`config.mk`:
```
export PLATFORM = sky130hd
export DESIGN_NAME = disp_pwr_seq
export DESIGN_NICKNAME = d
export VERILOG_FILES = /design/src/rtl/dps_pkg.sv /design/src/rtl/dps_sync.sv /design/src/rtl/dps_fault_timer.sv /design/src/rtl/dps_fsm.sv /design/src/rtl/disp_pwr_seq.sv
export SDC_FILE = /design/constraint.sdc
export NUM_CORES = 1
export LEC_CHECK = 0
export ABC_AREA = 1
export BUFFER_PORTS_ARGS = -buffer_cell sky130_fd_sc_hd__buf_2
export CAP_MARGIN = 5
export CORE_MARGIN = 1.5
export CORE_UTILIZATION = 45
export CTS_CLUSTER_DIAMETER = 150
export CTS_CLUSTER_SIZE = 28
export DETAILED_ROUTE_END_ITERATION = 12
export MAX_ROUTING_LAYER = met4
export PLACE_DENSITY_LB_ADDON = 0.08
export SYNTH_ARGS = -nofsm -noshare
export SYNTH_HDL_FRONTEND = slang
export SYNTH_HIERARCHICAL = 1
export SYNTH_SLANG_ARGS = --single-unit
```
`constraint.sdc`:
```
create_clock -name clk -period 1.6 [get_ports clk]
set_input_delay 0.32 -clock clk [delete_from_list [all_inputs] [get_ports clk]]
set_output_delay 0.32 -clock clk [all_outputs]
set_load 0.02 [all_outputs]
```
`src/rtl/dps_pkg.sv`:
```
package dps_pkg;

  localparam int IX_RUN       = 0;
  localparam int IX_EN        = 1;
  localparam int IX_VIN_OK    = 2;
  localparam int IX_MAIN_GOOD = 3;
  localparam int IX_NEG_GOOD  = 4;
  localparam int IX_MAIN_FLT  = 5;
  localparam int IX_NEG_FLT   = 6;
  localparam int IX_POS_FLT   = 7;
  localparam int IX_NEG_FBDIS = 8;
  localparam int IX_MAIN_LOW  = 9;
  localparam int IX_GATE_HOLD = 10;
  localparam int NUM_IN       = 11;

  typedef enum logic [3:0] {
    ST_IDLE        = 4'd0,
    ST_LOGIC_ON    = 4'd1,
    ST_CORE_ON     = 4'd2,
    ST_MAIN_ON     = 4'd3,
    ST_NEG_ON      = 4'd4,
    ST_POS_ON      = 4'd5,
    ST_PD_GATES    = 4'd6,
    ST_PD_MAIN     = 4'd7,
    ST_FAULT_LATCH = 4'd8,
    ST_FAULT_HOLD  = 4'd9
  } seq_state_t;

  typedef struct packed {
    logic logic_sw_n;
    logic aux_en;
    logic core_en;
    logic main_en;
    logic neg_en;
    logic pos_en;
    logic pos_dis;
    logic fault;
  } rail_ctrl_t;

  function automatic rail_ctrl_t decode_state(seq_state_t s);
    rail_ctrl_t c;
    c = '{logic_sw_n: 1'b1, default: 1'b0};
    case (s)
      ST_LOGIC_ON: begin
        c.logic_sw_n = 1'b0; c.aux_en = 1'b1;
      end
      ST_CORE_ON: begin
        c.logic_sw_n = 1'b0; c.aux_en = 1'b1; c.core_en = 1'b1;
      end
      ST_MAIN_ON: begin
        c.logic_sw_n = 1'b0; c.aux_en = 1'b1; c.core_en = 1'b1;
        c.main_en = 1'b1;
      end
      ST_NEG_ON: begin
        c.logic_sw_n = 1'b0; c.aux_en = 1'b1; c.core_en = 1'b1;
        c.main_en = 1'b1; c.neg_en = 1'b1;
      end
      ST_POS_ON: begin
        c.logic_sw_n = 1'b0; c.aux_en = 1'b1; c.core_en = 1'b1;
        c.main_en = 1'b1; c.neg_en = 1'b1; c.pos_en = 1'b1;
      end
      ST_PD_GATES: begin
        c.logic_sw_n = 1'b0; c.aux_en = 1'b1; c.core_en = 1'b1;
        c.main_en = 1'b1; c.pos_dis = 1'b1;
      end
      ST_PD_MAIN: begin
        c.logic_sw_n = 1'b0; c.aux_en = 1'b1; c.core_en = 1'b1;
        c.pos_dis = 1'b1;
      end
      ST_FAULT_LATCH: begin
        c.logic_sw_n = 1'b0; c.aux_en = 1'b1; c.fault = 1'b1;
      end
      ST_FAULT_HOLD: begin
        c.fault = 1'b1;
      end
      default: ;
    endcase
    return c;
  endfunction

endpackage

```
`src/rtl/dps_sync.sv`:
```
module dps_sync #(
  parameter int W      = 1,
  parameter int STAGES = 2
) (
  input  logic         clk,
  input  logic         rst_n,
  input  logic [W-1:0] d,
  output logic [W-1:0] q
);

  logic [STAGES-1:0][W-1:0] pipe;

  always_ff @(posedge clk or negedge rst_n) begin
    if (!rst_n) begin
      pipe <= '0;
    end else begin
      pipe[0] <= d;
      for (int i = 1; i < STAGES; i++) begin
        pipe[i] <= pipe[i-1];
      end
    end
  end

  assign q = pipe[STAGES-1];

endmodule

```
`src/rtl/dps_fault_timer.sv`:
```
module dps_fault_timer #(
  parameter int CYCLES = 10000
) (
  input  logic clk,
  input  logic rst_n,
  input  logic arm,
  input  logic flag,
  output logic expired
);

  localparam int CW = (CYCLES < 2) ? 1 : $clog2(CYCLES);
  localparam logic [CW-1:0] LIMIT = CW'(CYCLES - 1);

  logic [CW-1:0] cnt;
  logic          hit;

  assign hit = (cnt == LIMIT);

  always_ff @(posedge clk or negedge rst_n) begin
    if (!rst_n) begin
      cnt <= '0;
    end else if (!(arm && flag)) begin
      cnt <= '0;
    end else if (!hit) begin
      cnt <= cnt + 1'b1;
    end
  end

  assign expired = arm && flag && hit;

endmodule

```
`src/rtl/dps_fsm.sv`:
```
module dps_fsm
  import dps_pkg::*;
(
  input  logic       clk,
  input  logic       rst_n,
  input  logic       run,
  input  logic       en,
  input  logic       vin_ok,
  input  logic       main_good,
  input  logic       neg_good,
  input  logic       neg_fb_dis,
  input  logic       main_low,
  input  logic       gate_hold,
  input  logic       flt_expired,
  output seq_state_t state
);

  seq_state_t nxt;
  logic       bypass_off;
  logic       shut_req;
  logic       both_low;

  assign bypass_off = !run && gate_hold;
  assign shut_req   = !run || !en;
  assign both_low   = !run && !en;

  always_comb begin
    nxt = state;
    if (!vin_ok) begin
      nxt = ST_IDLE;
    end else begin
      case (state)
        ST_IDLE:     if (run) nxt = ST_LOGIC_ON;
        ST_LOGIC_ON: nxt = run ? ST_CORE_ON : ST_IDLE;
        ST_CORE_ON: begin
          if (!run)    nxt = ST_IDLE;
          else if (en) nxt = ST_MAIN_ON;
        end
        ST_MAIN_ON: begin
          if (!run)           nxt = ST_IDLE;
          else if (!en)       nxt = ST_CORE_ON;
          else if (main_good) nxt = ST_NEG_ON;
        end
        ST_NEG_ON: begin
          if (bypass_off)    nxt = ST_IDLE;
          else if (shut_req) nxt = ST_PD_GATES;
          else if (neg_good) nxt = ST_POS_ON;
        end
        ST_POS_ON: begin
          if (flt_expired)     nxt = ST_FAULT_LATCH;
          else if (bypass_off) nxt = ST_IDLE;
          else if (shut_req)   nxt = ST_PD_GATES;
        end
        ST_PD_GATES: begin
          if (bypass_off)      nxt = ST_IDLE;
          else if (neg_fb_dis) nxt = ST_PD_MAIN;
        end
        ST_PD_MAIN:  nxt = run ? ST_CORE_ON : ST_IDLE;
        ST_FAULT_LATCH: begin
          if (both_low)      nxt = ST_IDLE;
          else if (main_low) nxt = ST_FAULT_HOLD;
        end
        ST_FAULT_HOLD: if (both_low) nxt = ST_IDLE;
        default: nxt = ST_IDLE;
      endcase
    end
  end

  always_ff @(posedge clk or negedge rst_n) begin
    if (!rst_n) state <= ST_IDLE;
    else        state <= nxt;
  end

endmodule

```
`src/rtl/disp_pwr_seq.sv`:
```
module disp_pwr_seq
  import dps_pkg::*;
#(
  parameter int FAULT_CYCLES = 10000,
  parameter int SYNC_STAGES  = 2
) (
  input  logic clk,
  input  logic rst_n,
  input  logic run,
  input  logic en,
  input  logic vin_ok,
  input  logic main_good,
  input  logic neg_good,
  input  logic main_flt,
  input  logic neg_flt,
  input  logic pos_flt,
  input  logic neg_fb_dis,
  input  logic main_low,
  input  logic gate_hold,
  output logic logic_sw_n,
  output logic aux_en,
  output logic core_en,
  output logic main_en,
  output logic neg_en,
  output logic pos_en,
  output logic pos_dis,
  output logic fault
);

  logic [NUM_IN-1:0] raw_in;
  logic [NUM_IN-1:0] syn;
  logic              any_flt;
  logic              expired;
  seq_state_t        state;
  rail_ctrl_t        ctl;

  assign raw_in[IX_RUN]       = run;
  assign raw_in[IX_EN]        = en;
  assign raw_in[IX_VIN_OK]    = vin_ok;
  assign raw_in[IX_MAIN_GOOD] = main_good;
  assign raw_in[IX_NEG_GOOD]  = neg_good;
  assign raw_in[IX_MAIN_FLT]  = main_flt;
  assign raw_in[IX_NEG_FLT]   = neg_flt;
  assign raw_in[IX_POS_FLT]   = pos_flt;
  assign raw_in[IX_NEG_FBDIS] = neg_fb_dis;
  assign raw_in[IX_MAIN_LOW]  = main_low;
  assign raw_in[IX_GATE_HOLD] = gate_hold;

  dps_sync #(.W(NUM_IN), .STAGES(SYNC_STAGES)) u_sync (
    .clk   (clk),
    .rst_n (rst_n),
    .d     (raw_in),
    .q     (syn)
  );

  assign any_flt = syn[IX_MAIN_FLT] | syn[IX_NEG_FLT] | syn[IX_POS_FLT];

  dps_fault_timer #(.CYCLES(FAULT_CYCLES)) u_timer (
    .clk     (clk),
    .rst_n   (rst_n),
    .arm     (state == ST_POS_ON),
    .flag    (any_flt),
    .expired (expired)
  );

  dps_fsm u_fsm (
    .clk         (clk),
    .rst_n       (rst_n),
    .run         (syn[IX_RUN]),
    .en          (syn[IX_EN]),
    .vin_ok      (syn[IX_VIN_OK]),
    .main_good   (syn[IX_MAIN_GOOD]),
    .neg_good    (syn[IX_NEG_GOOD]),
    .neg_fb_dis  (syn[IX_NEG_FBDIS]),
    .main_low    (syn[IX_MAIN_LOW]),
    .gate_hold   (syn[IX_GATE_HOLD]),
    .flt_expired (expired),
    .state       (state)
  );

  assign ctl        = decode_state(state);
  assign logic_sw_n = ctl.logic_sw_n;
  assign aux_en     = ctl.aux_en;
  assign core_en    = ctl.core_en;
  assign main_en    = ctl.main_en;
  assign neg_en     = ctl.neg_en;
  assign pos_en     = ctl.pos_en;
  assign pos_dis    = ctl.pos_dis;
  assign fault      = ctl.fault;

endmodule

```
== After elaboration in Yosys (flattened, before gate mapping) ==
Cells that the tools add are included.
Storage, ports and cells
  bits in latches: 0
  ROM bits: 0
  word-level logic and storage cells: 71
  output and inout port bits: 8
  bits in writable memories: 0
  bits in registers: 40
  memories: 0
Cells by class
  $mul: 0
  mux-type cells: 29
  equality and inequality tests: 19
  shift-type cells: 0
  add/sub/neg operators: 1
  bitwise operators: 2
  div/mod/pow operators: 0
  reduce and logical (&&, ||, !) cells: 16
  order comparisons: 0
Operators with widths (number)
  two-way mux 4 bit: 18
  case mux 4 bit (9 select lines): 1
  two-way mux 14 bit: 2
  == test 4 x 3 -> 1 bit, second input constant: 4
  adder 14 x 1 -> 14 bit, second input constant: 1
  == test 14 bit, second input constant: 1
  inequality test 5 x 3 -> 1 bit, second input constant: 2
  == test 4 x 2 -> 1 bit, second input constant: 2
  == test 4 bit, second input constant: 2
  inequality test 4 x 3 -> 1 bit, second input constant: 2
  AND reduction 8 bit: 1
  OR reduction 2 bit: 4
  OR reduction 8 bit: 1
  two-way mux 1 bit: 6
  OR reduction 6 bit: 1
  inequality test 5 bit, second input constant: 1
  == test 4 x 1 -> 1 bit, second input constant: 1
  logical AND 1 bit: 4
  logical NOT 4 bit: 1
  two-way mux 2 bit: 2
  inequality test 4 bit, second input constant: 1
  OR reduction 4 bit: 1
  inequality test 3 x 2 -> 1 bit, second input constant: 1
  inequality test 3 bit, second input constant: 1
  4 further kinds: 6

== Depth between registers and ports, before layout ==
  depth after elaboration: 7
  mapped depth: 14
  gate-level depth less buffers: 14

== Cells and area by module ==
The synthesis kept the hierarchy.
Modules (own cells, without submodules)
  dps_fault_timer: cells an instance 128, area each 848.3 um^2, times used 1, seq. area each 350.3 um^2
  dps_sync: cells an instance 33, area each 633.1 um^2, times used 1, seq. area each 550.5 um^2
  dps_fsm: cells an instance 118, area each 569.3 um^2, times used 1, seq. area each 100.1 um^2
  disp_pwr_seq: cells an instance 20, area each 88.8 um^2, times used 1, seq. area each 0.0 um^2

== Worst setup path before layout ==
Ideal clock, no wire load.
  path kind: register -> register
  start: register u_fsm.state[3]
  end: register u_fsm.state[1]
  path buffers: 0
  library setup time: 0.117 ns
  required time: 1.483 ns
  cell stages (with the launch flop): 13
  path slack: -0.662 ns
  period minus slack after synthesis: 2.262 ns
  data arrival time: 2.145 ns
  cell sequence: dfrtp_1 > inv_1 > nand2_1 > nor3_1 > nand2_1 > nor2_1 > nor3_1 > nand2_1 > nand2_1 > nor2_1 > nand2_2 > nand2_1 > nand2_1
Between the ends
  longest elaborated chain between the ends: 6
RTL lines
  start: declaration: line dps_fsm.sv:15  | output seq_state_t state
  start signal: assignment: line dps_fsm.sv:71  | else state <= nxt;
  == test 4 x 3 -> 1 bit (*): line disp_pwr_seq.sv:61  | .arm (state == ST_POS_ON),
  logical AND 1 bit (*) (2 in a row): line dps_fault_timer.sv:29  | assign expired = arm && flag && hit;
  via expired: line disp_pwr_seq.sv:33  | logic expired;
  two-way mux 4 bit: line dps_fsm.sv:50  | if (flt_expired) nxt = ST_FAULT_LATCH;
  case mux 4 bit (9 select lines): line dps_fsm.sv:32  | case (state)
  two-way mux 4 bit: line dps_fsm.sv:29  | if (!vin_ok) begin
The timed path passes the listed nets; every way through them passes the cells marked *.
A chain may end at the register's enable or synchronous reset.

== Worst setup path after layout ==
  start: register u_fsm.state[2]
  end: output port logic_sw_n
Between the ends
  longest elaborated chain between the ends: 3
RTL lines
  == test 4 x 3 -> 1 bit (tied with other cells): line dps_pkg.sv:43  | case (s)
  OR reduction 8 bit (no line) (*)
  two-way mux 2 bit (*): line dps_pkg.sv:43
  end: declaration: line disp_pwr_seq.sv:20  | output logic logic_sw_n,
Every way passes the cells marked *; elsewhere a longest branch is shown, timed or not.

==> results.toml <==
[run_status]
status = "complete, but fails checks"
failed_checks = "setup timing"

[worst_hold_path]
hold_start = "main_good"
holdPathStages = 1
min_path_type = "primary input to register"
hold_end = "u_sync/pipe[3]"

[place]
io_buffers = 20
placed_cells = 388
post-dp-hpwl_um = 3310
pre_cts_ws_ns = -0.0702
gp_congestion = 0.976

[logic_synthesis]
synth.avg_cell_area_um2 = 7.16
synth_edf_count = 0
synth_top_family_by_area = "simple AND/OR/NAND/NOR gates"
mappedNetlistArea_um2 = 2140
synth_compound_area_frac = 0.0257
netlist_instances = 299
async_reset_ff_frac = 1.00
yosys.area_share.simple = 0.389
syn-num-nets = 314
synth_ff_type = "dfrtp_1"
yosysUniqueCellTypes = 21
synth_xor_xnor_area_share = 0
ys_warn_count = 6
synth_mux_area_frac = 0
synth_adder_area_share = 0.0117
synth-seq-cells = 40
synth_seq_area_share = 0.468

[worst_setup_path]
r2r-end = "u_fsm/state[1]"
path_max_fanout = 5
reg2regPathDepth = 14
startpoint = "u_fsm/state[2]"
worstPathRequired_ns = 1.28
worstSetupPathType = "register to primary output"
crit_arrival_ns = 1.33
worst-r2r-setup-slack_ns = 0
endpoint_kind = "primary output"
r2r-start = "u_timer/cnt[0]"
startpoint_type = "register"

[clock_network]
ctsRootBufferMaster = "clkbuf_8"
cts.sinks = 40
numCtsBuffers = 5
htree_num_levels = 2
clk_latency_ns = 0.30
clockBufferDepth = 2
path_clk_slew_ns = 0.08
cts_tree = "built"

[grt]
grt_pass1_vias = 1821
grt.overflow.total = 0
antenna_found_initial = 0
grt_max_degree = 35
grt_pass1_wl_um = 7910
grt_use_total = 0.205

[routing]
wirelength_um = 4380
via_count = 1907
vias_per_cell = 4.73
drt_iter0_drc = 123
drc = 0
detail_route.wl_per_cell_um = 10.9
ant_nets = 0
dr.pass1.iters = 4

[layout]
drive_above_1_share = 0.319
areaGrowthSynthToFinish_pct = 28.4
final_cells = 403
fin_nets = 365
n_antenna_cell = 0

[timing]
holdWs_ns = 0.122
rsz0062_at_grt = "true"
setup_viol = 4
tightest_slew_ns = 0.266
final-hold-violation-count = 0
layout_min_cycle_time_ns = 1.65
drv_slew = 0
fmax_ghz = 0.604
fin_skew_ns = 0.00649
relSlewSlack = 0.822
period_share = 1.03
setup_slack_ns = -0.0549

[floorplanning]
die-height_um = 72.0
rows = 24
ios = 21
core_area_um2 = 4470
initial_core_util = 0.478
die-area_um2 = 5180
die_x_um = 72.0

[power_and_ir_drop]
p_per_area_nw_per_um2 = 879
peakVddDrop_uv = 856
cellLeakagePower_nw = 1.38

[job]
cap_violations = 0
-- stage by stage --
step | total power [mW] | instance area [um2] | utilization | TNS, ns
CTS | 2.42 | 2700 | 0.604 | -0.206
floorplan | 1.38 | 2180 | - | -0.621
global placement | 1.52 | 2500 | 0.558 | -0.260
finish | 2.41 | 2750 | 0.614 | -0.132
detailed placement | 1.52 | 2500 | 0.558 | -0.262
global route | 2.57 | 2750 | 0.614 | -0.894
-- repair_timing --
action                                  4_1_cts  5_1_grt
endpoints found under the setup margin       11       10
endpoints found under the hold margin         6        0
resized for setup                            13       11
setup buffers                                 5        1
pin swaps                                     4        7
hold buffers                                  1        0
-- layout make-up --
cell class	count	area, um2
Sequential cell	40	1010
Clock inverter	3	46.3
Fill cell	421	1730
Inverter	37	139
Tap cell	52	65.1
Multi-Input combinational cell	210	1000
Timing Repair Buffer	56	420
Clock buffer	5	68.8
-- cell families (layout without fill, tap and decap cells) --
kind of cell               after synthesis  after routing
AOI/OAI and AO/OA                       10             10
adders and majority gates                2              2
buffers and inverters                   49            101
DFF                                     40             40
and+or+nand+nor                        198            198
-- cells in the mapped netlist, types with 3 or more instances --
| master | n | share of area |
|---|---|---|
| nand2_1 | 89 | 0.16 |
| nor3_1 | 7 | 0.016 |
| nand3_1 | 23 | 0.054 |
| nor2_2 | 10 | 0.029 |
| buf_4 | 11 | 0.039 |
| nand4_1 | 3 | 0.0088 |
| inv_1 | 25 | 0.044 |
| nor2_1 | 59 | 0.10 |
| dfrtp_1 | 40 | 0.47 |
| nand2_2 | 3 | 0.0088 |
| a21oi_1 | 7 | 0.016 |
| inv_2 | 11 | 0.019 |
-- critical path, stage by stage, from the launching register on --
cell and delay [ns]:
dfrtp_2 0.45, buf_12 0.14, nor2_4 0.13, nand3_2 0.08, nand2_2 0.08, buf_2 0.16
-- power by group --
part / internal, mW / total [mW] / switching, mW
sequential: 1.05 / 1.08 / 0.0294
combinational: 0.194 / 0.489 / 0.295
clock: 0.470 / 0.842 / 0.373
-- worst max-delay path by stage --
stage / endpoint / depth (start not counted) / slack, ns
6_report: logic_sw_n / 5 / -0.05
5_1_grt: logic_sw_n / 6 / -0.14
4_1_cts: aux_en / 6 / -0.06
3_5_place_dp: u_fsm/state[1] / 12 / -0.07
3_3_place_gp: u_fsm/state[1] / 12 / -0.07
2_1_floorplan: u_fsm/state[1] / 12 / -0.16
-- sequential cells by signal, indices dropped and copies added (netlist names) --
register,cells
u_timer/cnt,14
u_sync/pipe,11
u_sync/q,11
u_fsm/state,4
-- layout by cell type, fill, tap and decap left out, types with 4 or more instances in the layout --
cell,instances
buf_6,4
inv_2,12
a21oi_1,7
inv_1,24
nand2_2,7
nor3_1,5
buf_4,32
nor2_1,52
clkbuf_8,5
nand3_1,21
nand2_1,84
buf_2,17
nor2_2,12
dfrtp_1,36
dfrtp_2,4
nor2_4,5
-- routing by layer --
layer  part of all wire  up-vias  track usage
met1               0.52      844        0.274
met4             0.0096        0       0.0755
li1                   -     1011            -
met5                  0        -            -
met3              0.052        4       0.0542
met2               0.42       48        0.302
(Power assumes the default switching activity.)
